===== config.mk =====
export PLATFORM = sky130hd
export DESIGN_NAME = omega_router
export DESIGN_NICKNAME = d
export VERILOG_FILES = /design/src/rtl/omega_pkg.sv /design/src/rtl/omega_switch.sv /design/src/rtl/omega_stage.sv /design/src/rtl/omega_router.sv
export SDC_FILE = /design/constraint.sdc
export NUM_CORES = 1
export LEC_CHECK = 0
export ABC_AREA = 1
export BUFFER_PORTS_ARGS = -buffer_cell sky130_fd_sc_hd__buf_2
export CORE_MARGIN = 2
export CORE_UTILIZATION = 51
export DETAILED_ROUTE_END_ITERATION = 8
export GPL_TIMING_DRIVEN = 0
export MAX_ROUTING_LAYER = met4
export PLACE_DENSITY = 0.85
export SYNTH_ARGS = -nofsm -noshare
export SYNTH_HDL_FRONTEND = slang
export SYNTH_SLANG_ARGS = --single-unit

===== constraint.sdc =====
create_clock -name clk -period 3.1 [get_ports clk]
set_input_delay 0.775 -clock clk [delete_from_list [all_inputs] [get_ports clk]]
set_output_delay 0.775 -clock clk [all_outputs]
set_load 0.1 [all_outputs]

===== src/rtl/omega_pkg.sv =====
// Shared definitions for the omega router.
// Holds the request decode of one element input. The decode turns valid, the
// destination bit of the current column and the matching mask bit into the set
// of element outputs the request needs.
package omega_pkg;

    typedef enum logic [1:0] {
        ROUTE_NONE = 2'b00,
        ROUTE_UP   = 2'b01,
        ROUTE_LO   = 2'b10,
        ROUTE_BOTH = 2'b11
    } route_e;

    // Map one element input onto the outputs it asks for.
    function automatic route_e decode_route(input logic v, input logic dbit, input logic mbit);
        if (!v)
            return ROUTE_NONE;
        if (mbit)
            return ROUTE_BOTH;
        return dbit ? ROUTE_LO : ROUTE_UP;
    endfunction

endpackage


===== src/rtl/omega_switch.sv =====
// Two-by-two switch element.
// Steers the upper and lower input lanes by destination bit BIT. A set mask bit
// BIT asks for both outputs. The upper input always keeps what it asks for.
// The lower input is dropped completely when it asks for any output the upper
// input holds, and lo_lost reports that loss.
// Assumes invalid lanes carry no meaning; outputs of empty lanes are zero.
module omega_switch
    import omega_pkg::*;
#(
    parameter int LOGN = 3,
    parameter int DW   = 8,
    parameter int BIT  = 0
) (
    input  logic            up_v,
    input  logic [LOGN-1:0] up_src,
    input  logic [LOGN-1:0] up_dst,
    input  logic [LOGN-1:0] up_msk,
    input  logic [DW-1:0]   up_dat,
    input  logic            lo_v,
    input  logic [LOGN-1:0] lo_src,
    input  logic [LOGN-1:0] lo_dst,
    input  logic [LOGN-1:0] lo_msk,
    input  logic [DW-1:0]   lo_dat,
    output logic            o0_v,
    output logic [LOGN-1:0] o0_src,
    output logic [LOGN-1:0] o0_dst,
    output logic [LOGN-1:0] o0_msk,
    output logic [DW-1:0]   o0_dat,
    output logic            o1_v,
    output logic [LOGN-1:0] o1_src,
    output logic [LOGN-1:0] o1_dst,
    output logic [LOGN-1:0] o1_msk,
    output logic [DW-1:0]   o1_dat,
    output logic            lo_lost
);

    route_e ru, rl;
    logic   u_w0, u_w1, l_w0, l_w1;
    logic   l_take0, l_take1;

    // Decode what each input asks for and settle the conflict.
    always_comb begin
        ru      = decode_route(up_v, up_dst[BIT], up_msk[BIT]);
        rl      = decode_route(lo_v, lo_dst[BIT], lo_msk[BIT]);
        u_w0    = (ru == ROUTE_UP) || (ru == ROUTE_BOTH);
        u_w1    = (ru == ROUTE_LO) || (ru == ROUTE_BOTH);
        l_w0    = (rl == ROUTE_UP) || (rl == ROUTE_BOTH);
        l_w1    = (rl == ROUTE_LO) || (rl == ROUTE_BOTH);
        lo_lost = (l_w0 && u_w0) || (l_w1 && u_w1);
        l_take0 = l_w0 && !lo_lost;
        l_take1 = l_w1 && !lo_lost;
    end

    // Drive the upper element output.
    always_comb begin
        o0_v   = 1'b0;
        o0_src = '0;
        o0_dst = '0;
        o0_msk = '0;
        o0_dat = '0;
        if (u_w0) begin
            o0_v = 1'b1; o0_src = up_src; o0_dst = up_dst; o0_msk = up_msk; o0_dat = up_dat;
        end else if (l_take0) begin
            o0_v = 1'b1; o0_src = lo_src; o0_dst = lo_dst; o0_msk = lo_msk; o0_dat = lo_dat;
        end
    end

    // Drive the lower element output.
    always_comb begin
        o1_v   = 1'b0;
        o1_src = '0;
        o1_dst = '0;
        o1_msk = '0;
        o1_dat = '0;
        if (u_w1) begin
            o1_v = 1'b1; o1_src = up_src; o1_dst = up_dst; o1_msk = up_msk; o1_dat = up_dat;
        end else if (l_take1) begin
            o1_v = 1'b1; o1_src = lo_src; o1_dst = lo_dst; o1_msk = lo_msk; o1_dat = lo_dat;
        end
    end

endmodule


===== src/rtl/omega_stage.sv =====
// One network column: a perfect shuffle followed by N/2 switch elements.
// The shuffle moves lane p to position rotl(p). Column STAGE steers on
// destination bit LOGN-1-STAGE. blk has one bit per source index and marks the
// sources that lost a lower-input conflict in this column.
// Assumes N is a power of two and at least 2.
module omega_stage #(
    parameter int N     = 8,
    parameter int LOGN  = 3,
    parameter int DW    = 8,
    parameter int STAGE = 0
) (
    input  logic [N-1:0]           in_v,
    input  logic [N-1:0][LOGN-1:0] in_src,
    input  logic [N-1:0][LOGN-1:0] in_dst,
    input  logic [N-1:0][LOGN-1:0] in_msk,
    input  logic [N-1:0][DW-1:0]   in_dat,
    output logic [N-1:0]           out_v,
    output logic [N-1:0][LOGN-1:0] out_src,
    output logic [N-1:0][LOGN-1:0] out_dst,
    output logic [N-1:0][LOGN-1:0] out_msk,
    output logic [N-1:0][DW-1:0]   out_dat,
    output logic [N-1:0]           blk
);

    localparam int HALF = N / 2;
    localparam int BIT  = LOGN - 1 - STAGE;

    logic [N-1:0]           sh_v;
    logic [N-1:0][LOGN-1:0] sh_src, sh_dst, sh_msk;
    logic [N-1:0][DW-1:0]   sh_dat;
    logic [HALF-1:0]        lost;

    // Perfect shuffle wiring: lane p lands on rotl(p).
    for (genvar p = 0; p < N; p++) begin : g_shuffle
        localparam int TO = ((p << 1) | (p >> (LOGN - 1))) & (N - 1);
        assign sh_v[TO]   = in_v[p];
        assign sh_src[TO] = in_src[p];
        assign sh_dst[TO] = in_dst[p];
        assign sh_msk[TO] = in_msk[p];
        assign sh_dat[TO] = in_dat[p];
    end

    // Column of switch elements.
    for (genvar j = 0; j < HALF; j++) begin : g_elem
        omega_switch #(.LOGN(LOGN), .DW(DW), .BIT(BIT)) i_sw (
            .up_v   (sh_v[2*j]),     .up_src (sh_src[2*j]),   .up_dst (sh_dst[2*j]),
            .up_msk (sh_msk[2*j]),   .up_dat (sh_dat[2*j]),
            .lo_v   (sh_v[2*j+1]),   .lo_src (sh_src[2*j+1]), .lo_dst (sh_dst[2*j+1]),
            .lo_msk (sh_msk[2*j+1]), .lo_dat (sh_dat[2*j+1]),
            .o0_v   (out_v[2*j]),    .o0_src (out_src[2*j]),  .o0_dst (out_dst[2*j]),
            .o0_msk (out_msk[2*j]),  .o0_dat (out_dat[2*j]),
            .o1_v   (out_v[2*j+1]),  .o1_src (out_src[2*j+1]),.o1_dst (out_dst[2*j+1]),
            .o1_msk (out_msk[2*j+1]),.o1_dat (out_dat[2*j+1]),
            .lo_lost(lost[j])
        );
    end

    // Collect the sources that lost in this column.
    always_comb begin
        blk = '0;
        for (int j = 0; j < HALF; j++)
            if (lost[j])
                blk[sh_src[2*j+1]] = 1'b1;
    end

endmodule


===== src/rtl/omega_router.sv =====
// Omega multistage router, top level.
// Chains log2 N shuffle-and-switch columns. The inputs are routed
// combinationally and the result is registered: delivered words, their source
// index, and per-source grant and blocked flags, one clock after the request.
// Assumes N is a power of two, at least 2. Reset is synchronous and active low.
module omega_router #(
    parameter int N  = 8,
    parameter int DW = 8
) (
    input  logic                           clk,
    input  logic                           rst_n,
    input  logic [N-1:0]                   in_valid,
    input  logic [N-1:0][$clog2(N)-1:0]    in_dest,
    input  logic [N-1:0][$clog2(N)-1:0]    in_mask,
    input  logic [N-1:0][DW-1:0]           in_data,
    output logic [N-1:0]                   out_valid,
    output logic [N-1:0][$clog2(N)-1:0]    out_src,
    output logic [N-1:0][DW-1:0]           out_data,
    output logic [N-1:0]                   req_grant,
    output logic [N-1:0]                   req_blocked
);

    localparam int LOGN = $clog2(N);

    logic [LOGN:0][N-1:0]           c_v;
    logic [LOGN:0][N-1:0][LOGN-1:0] c_src, c_dst, c_msk;
    logic [LOGN:0][N-1:0][DW-1:0]   c_dat;
    logic [LOGN-1:0][N-1:0]         c_blk;
    logic [N-1:0]                   blk_all;

    // Network entry lanes: each input tags itself with its own index.
    assign c_v[0]   = in_valid;
    assign c_dst[0] = in_dest;
    assign c_msk[0] = in_mask;
    assign c_dat[0] = in_data;
    for (genvar i = 0; i < N; i++) begin : g_tag
        assign c_src[0][i] = LOGN'(i);
    end

    // Columns of the network.
    for (genvar k = 0; k < LOGN; k++) begin : g_col
        omega_stage #(.N(N), .LOGN(LOGN), .DW(DW), .STAGE(k)) i_stage (
            .in_v   (c_v[k]),   .in_src (c_src[k]),   .in_dst (c_dst[k]),
            .in_msk (c_msk[k]), .in_dat (c_dat[k]),
            .out_v  (c_v[k+1]), .out_src(c_src[k+1]), .out_dst(c_dst[k+1]),
            .out_msk(c_msk[k+1]), .out_dat(c_dat[k+1]),
            .blk    (c_blk[k])
        );
    end

    // Merge per-column loss marks into one vector per source.
    always_comb begin
        blk_all = '0;
        for (int k = 0; k < LOGN; k++)
            blk_all = blk_all | c_blk[k];
    end

    // Output register stage.
    always_ff @(posedge clk) begin
        if (!rst_n) begin
            out_valid   <= '0;
            out_src     <= '0;
            out_data    <= '0;
            req_grant   <= '0;
            req_blocked <= '0;
        end else begin
            out_valid   <= c_v[LOGN];
            out_src     <= c_src[LOGN];
            out_data    <= c_dat[LOGN];
            req_grant   <= in_valid & ~blk_all;
            req_blocked <= in_valid & blk_all;
        end
    end

    // Shadow of the request, used only by the assertions below.
    logic [N-1:0]           vld_q;
    logic [N-1:0][LOGN-1:0] dst_q, msk_q, fdst_q, fmsk_q;

    // Capture the request so that properties can refer to its result cycle.
    always_ff @(posedge clk) begin
        if (!rst_n) begin
            vld_q  <= '0;
            dst_q  <= '0;
            msk_q  <= '0;
            fdst_q <= '0;
            fmsk_q <= '0;
        end else begin
            vld_q  <= in_valid;
            dst_q  <= in_dest;
            msk_q  <= in_mask;
            fdst_q <= c_dst[LOGN];
            fmsk_q <= c_msk[LOGN];
        end
    end

    // an idle cycle leaves no delivered word on the next clock.
    a_r2_idle_quiet: assert property (@(posedge clk) disable iff (!rst_n)
        (in_valid == '0) |=> (out_valid == '0));

    // grant and blocked together cover exactly the valid requests.
    a_r7_flags_cover: assert property (@(posedge clk) disable iff (!rst_n)
        ((req_grant | req_blocked) == vld_q) && ((req_grant & req_blocked) == '0));

    for (genvar o = 0; o < N; o++) begin : g_chk_out
        // a delivered word matches its destination on the unmasked bits.
        a_r8_route_match: assert property (@(posedge clk) disable iff (!rst_n)
            out_valid[o] |-> (((LOGN'(o) ^ dst_q[out_src[o]]) & ~msk_q[out_src[o]]) == '0));
        // a delivered word comes from an input that was valid one clock earlier.
        a_r2_src_valid: assert property (@(posedge clk) disable iff (!rst_n)
            out_valid[o] |-> vld_q[out_src[o]]);
        // the lane at the network exit carries the request of its source.
        a_r3_lane_intact: assert property (@(posedge clk) disable iff (!rst_n)
            out_valid[o] |-> (fdst_q[o] == dst_q[out_src[o]]) && (fmsk_q[o] == msk_q[out_src[o]]));
    end

    for (genvar i = 0; i < N; i++) begin : g_chk_in
        // a granted unicast shows up on its destination port.
        a_r3_unicast_lands: assert property (@(posedge clk) disable iff (!rst_n)
            (req_grant[i] && (msk_q[i] == '0)) |->
                (out_valid[dst_q[i]] && (out_src[dst_q[i]] == LOGN'(i))));
    end

endmodule


==> flow_summary.ini <==
[finish]
final_net_count = 1489
nFillCells = 1299
areaGrowthSynthToFinish_pct = 25.5
final_cell_area_mm2 = 0.00873
final_layout_size_suffix_gt1_share_pct = 25.9
flip_flop_and_latch_area_mm2 = 0.00224
antenna_cells = 0
multiInputGateArea_mm2 = 0.00362
fin_cells = 1548

[pwr]
power_per_cell_area_mw_per_mm2 = 670
power.leakage_uw = 0.00450
irDropWorstVdd_uv = 380

[synthesis]
async_reset_ff_share_pct = 0
ys_warn_count = 0
synth_top_cells_by_area = sky130_fd_sc_hd__dfxtp_1 32%, sky130_fd_sc_hd__nand2_1 14%, sky130_fd_sc_hd__o22ai_1 12%, sky130_fd_sc_hd__inv_1 10%, sky130_fd_sc_hd__a21oi_1 7.3%
synth_flop_cell = sky130_fd_sc_hd__dfxtp_1
part_of_the_yosys_area_used_for_sequential_elements_pct = 32.2
yosysMostFrequentCell = sky130_fd_sc_hd__nand2_1
synthesis.nets = 1243
synth-seq-cells = 112
synthCells = 1121
synth_enable_flop_cells = 0
netlist.area_leader.share_pct = 32.2
yosysTopAreaCell = sky130_fd_sc_hd__dfxtp_1
syn_avg_cell_area_um2 = 6.20
yosysUniqueCellTypes = 37
synthTopCellsByCount = 267 x sky130_fd_sc_hd__nand2_1, 191 x sky130_fd_sc_hd__inv_1, 136 x sky130_fd_sc_hd__o22ai_1
post_synthesis_cell_area_mm2 = 0.00695

[die]
initial_core_util_pct = 52.3
die_x_um = 121
design.portCount = 234
die_h_um = 121
fp-row-count = 42
core_mm2 = 0.0133
die_area_mm2 = 0.0146

[grt]
grt_pass1_wl_um = 40500
grt_use_met3_pct = 5.42
globalRouteOverflowTotal = 0
grt_util_all_layers_pct = 36.5
globalRouteMet1Util_pct = 47.2
grt_start_max_net_pins = 22
gr-max-usage-layer = met2
antenna_found_initial = 0
number_of_global_route_vias_before_repair = 7865
globalRouteMet2Util_pct = 58.5

[outcome]
status = completed

[setup_path]
crit_path_end_kind = flop
worst_ep_required_time_ns = 3.31
critical_path.cell_chain = buf_2 -> inv_1 -> a21oi_2 -> inv_2 -> clkbuf_1 -> o22ai_1 -> inv_1 -> nand2_1 -> o21ai_0 -> a21oi_1 -> nand3_2 -> nand2_4 -> clkinv_2 -> buf_6 -> nand3_1 -> a21oi_1
setup.worst_path.start = in_mask[11]
type_of_element_launching_the_critical_path = input port
worst-endpoint-arrival_ns = 3.18
crit_fanout = 10
crit_slowest_cell = sky130_fd_sc_hd__a21oi_1
largest_stage_delay_worst_path_ns = 0.43
worstSetupEndpoint = out_data[27]
timing.setup.critical_path_class = input port to flop

[timing]
setup_viol = 0
timing_hold_violations_final = 0
clock.fmax_ghz = 0.337
final_period_minus_worst_setup_slack_ns = 2.97
layout_worst_path_cycle_share_pct = 95.8
timing.final.ws_setup_ns = 0.130
max-slew-margin-rel_pct = 41.9
final-max-slew-violation-count = 0
max_slew.worst_pin.slew_ns = 0.871
fin_setup_tns_ns = 0

[detailed_routing]
detail_route.drc_violations = 0
drt-vias-per-instance = 5.58
num_vias = 8641
ant_nets = 0
firstDrtPassIters = 7
dr.first_iter.drc_count = 1193
route.detailed.wl_per_inst_um = 16.8
finalWirelength_um = 26000

[cts]
tritoncts_clock_tree = built
cts_root_buffer = sky130_fd_sc_hd__clkbuf_16
worst_setup_hold_path_clk_slew_ns = 0.08
clock_tree.buffer_depth = 2
clock_sink_count = 112
cts-buffers-inserted = 9
count_of_h_tree_levels_built_during_cts = 3

[placed_design]
dp_worst_setup_slack_ns = -0.317
dpl.cell_count = 1529
gpl.final_weighted_congestion = 1.03
detailedPlacementHpwl_um = 20900
port_buffers = 232
placed_cell_area_mm2 = 0.00833

[job]
cap_violations = 0

[worst_hold_path]
min_delay_path_class = input port to flop
## metal layers
metal,share of wire [%],up-vias
met5,0,-
met2,46,539
met4,2.2,0
met3,11,51
met1,41,3904
li1,-,4147
## state kept, by name, indices dropped and copies added (netlist names)
name         cells
req_blocked      8
out_valid        8
out_data        64
req_grant        8
out_src         24
## cell type report
| cell class | count | area share, % |
|---|---|---|
| clock buffer | 9 | 2.58 |
| buffer | 51 | 2.88 |
| multi-input combinational | 725 | 41.5 |
| timing repair buffer | 235 | 13.6 |
| inverter | 233 | 10.2 |
| tap | 176 | 2.52 |
| clock inverter | 7 | 1.09 |
| sequential | 112 | 25.7 |
## logic make-up (layout without fill, tap and decap cells)
logic type	Yosys count	in the layout	synth area share (%)
flip-flops	112	112	32.2
other	1	1	0.0539
AO/OA/AOI/OAI	286	286	24.3
AND/OR/NAND/NOR	438	438	27.3
buffers and inverters	284	535	16.2
## how the worst min path moves through the flow
stage / from / endpoint / slack (ns) / cells after the start
2_1_floorplan: in_valid[0] / req_grant[0] / 0.87 / 2
3_3_place_gp: in_valid[0] / req_grant[0] / 1.00 / 3
3_5_place_dp: in_valid[0] / req_grant[0] / 1.02 / 3
4_1_cts: in_valid[7] / req_grant[7] / 0.63 / 3
5_1_grt: in_valid[5] / req_grant[5] / 0.64 / 3
6_report: in_valid[7] / req_grant[7] / 0.62 / 3
## critical path, delay by kind of cell
family,cells,cell delay [ns]
AOI/OAI and AO/OA,5,1.12
buffers and inverters,7,0.80
and+or+nand+nor,4,0.45
## cell usage in the layout (no fill, tap or decap), drive strengths merged
| master | count |
|---|---|
| a21boi | 2 |
| and3 | 2 |
| a21oi | 112 |
| a221oi | 1 |
| nor2 | 64 |
| a21o | 1 |
| inv | 231 |
| clkinvlp | 1 |
| o22ai | 137 |
| bufinv | 1 |
| or2 | 2 |
| clkbuf | 50 |
| nand2 | 285 |
| nand3 | 60 |
| conb | 1 |
| nor3 | 2 |
| nand4 | 20 |
| dfxtp | 112 |
| clkinv | 7 |
| a31oi | 3 |
| and2 | 3 |
| o21a | 1 |
| o21ai | 29 |
| buf | 245 |
## power breakdown
| part | switching (µW) | internal, µW |
|---|---|---|
| Clock | 597 | 653 |
| Combinational | 2360 | 597 |
| Sequential | 40.8 | 1600 |
## timing repair
item | 4_1_cts | 5_1_grt
hold buffers | 0 | 0
endpoints found under the setup margin | 0 | 55
resized for setup | 0 | 24
setup buffers | 0 | 3
## stage by stage
stage / total power (µW) / util [%] / hold WS (ns)
final: 5850 / 65.6 / 0.625
after global routing: 6080 / 65.6 / 0.642
after CTS: 5780 / 65.1 / 0.630
after detailed placement: 4550 / 62.7 / 1.02
after global placement: 4540 / 62.7 / 1.00
after floorplan: 3920 / - / 0.868
(Power assumes the default switching activity.)
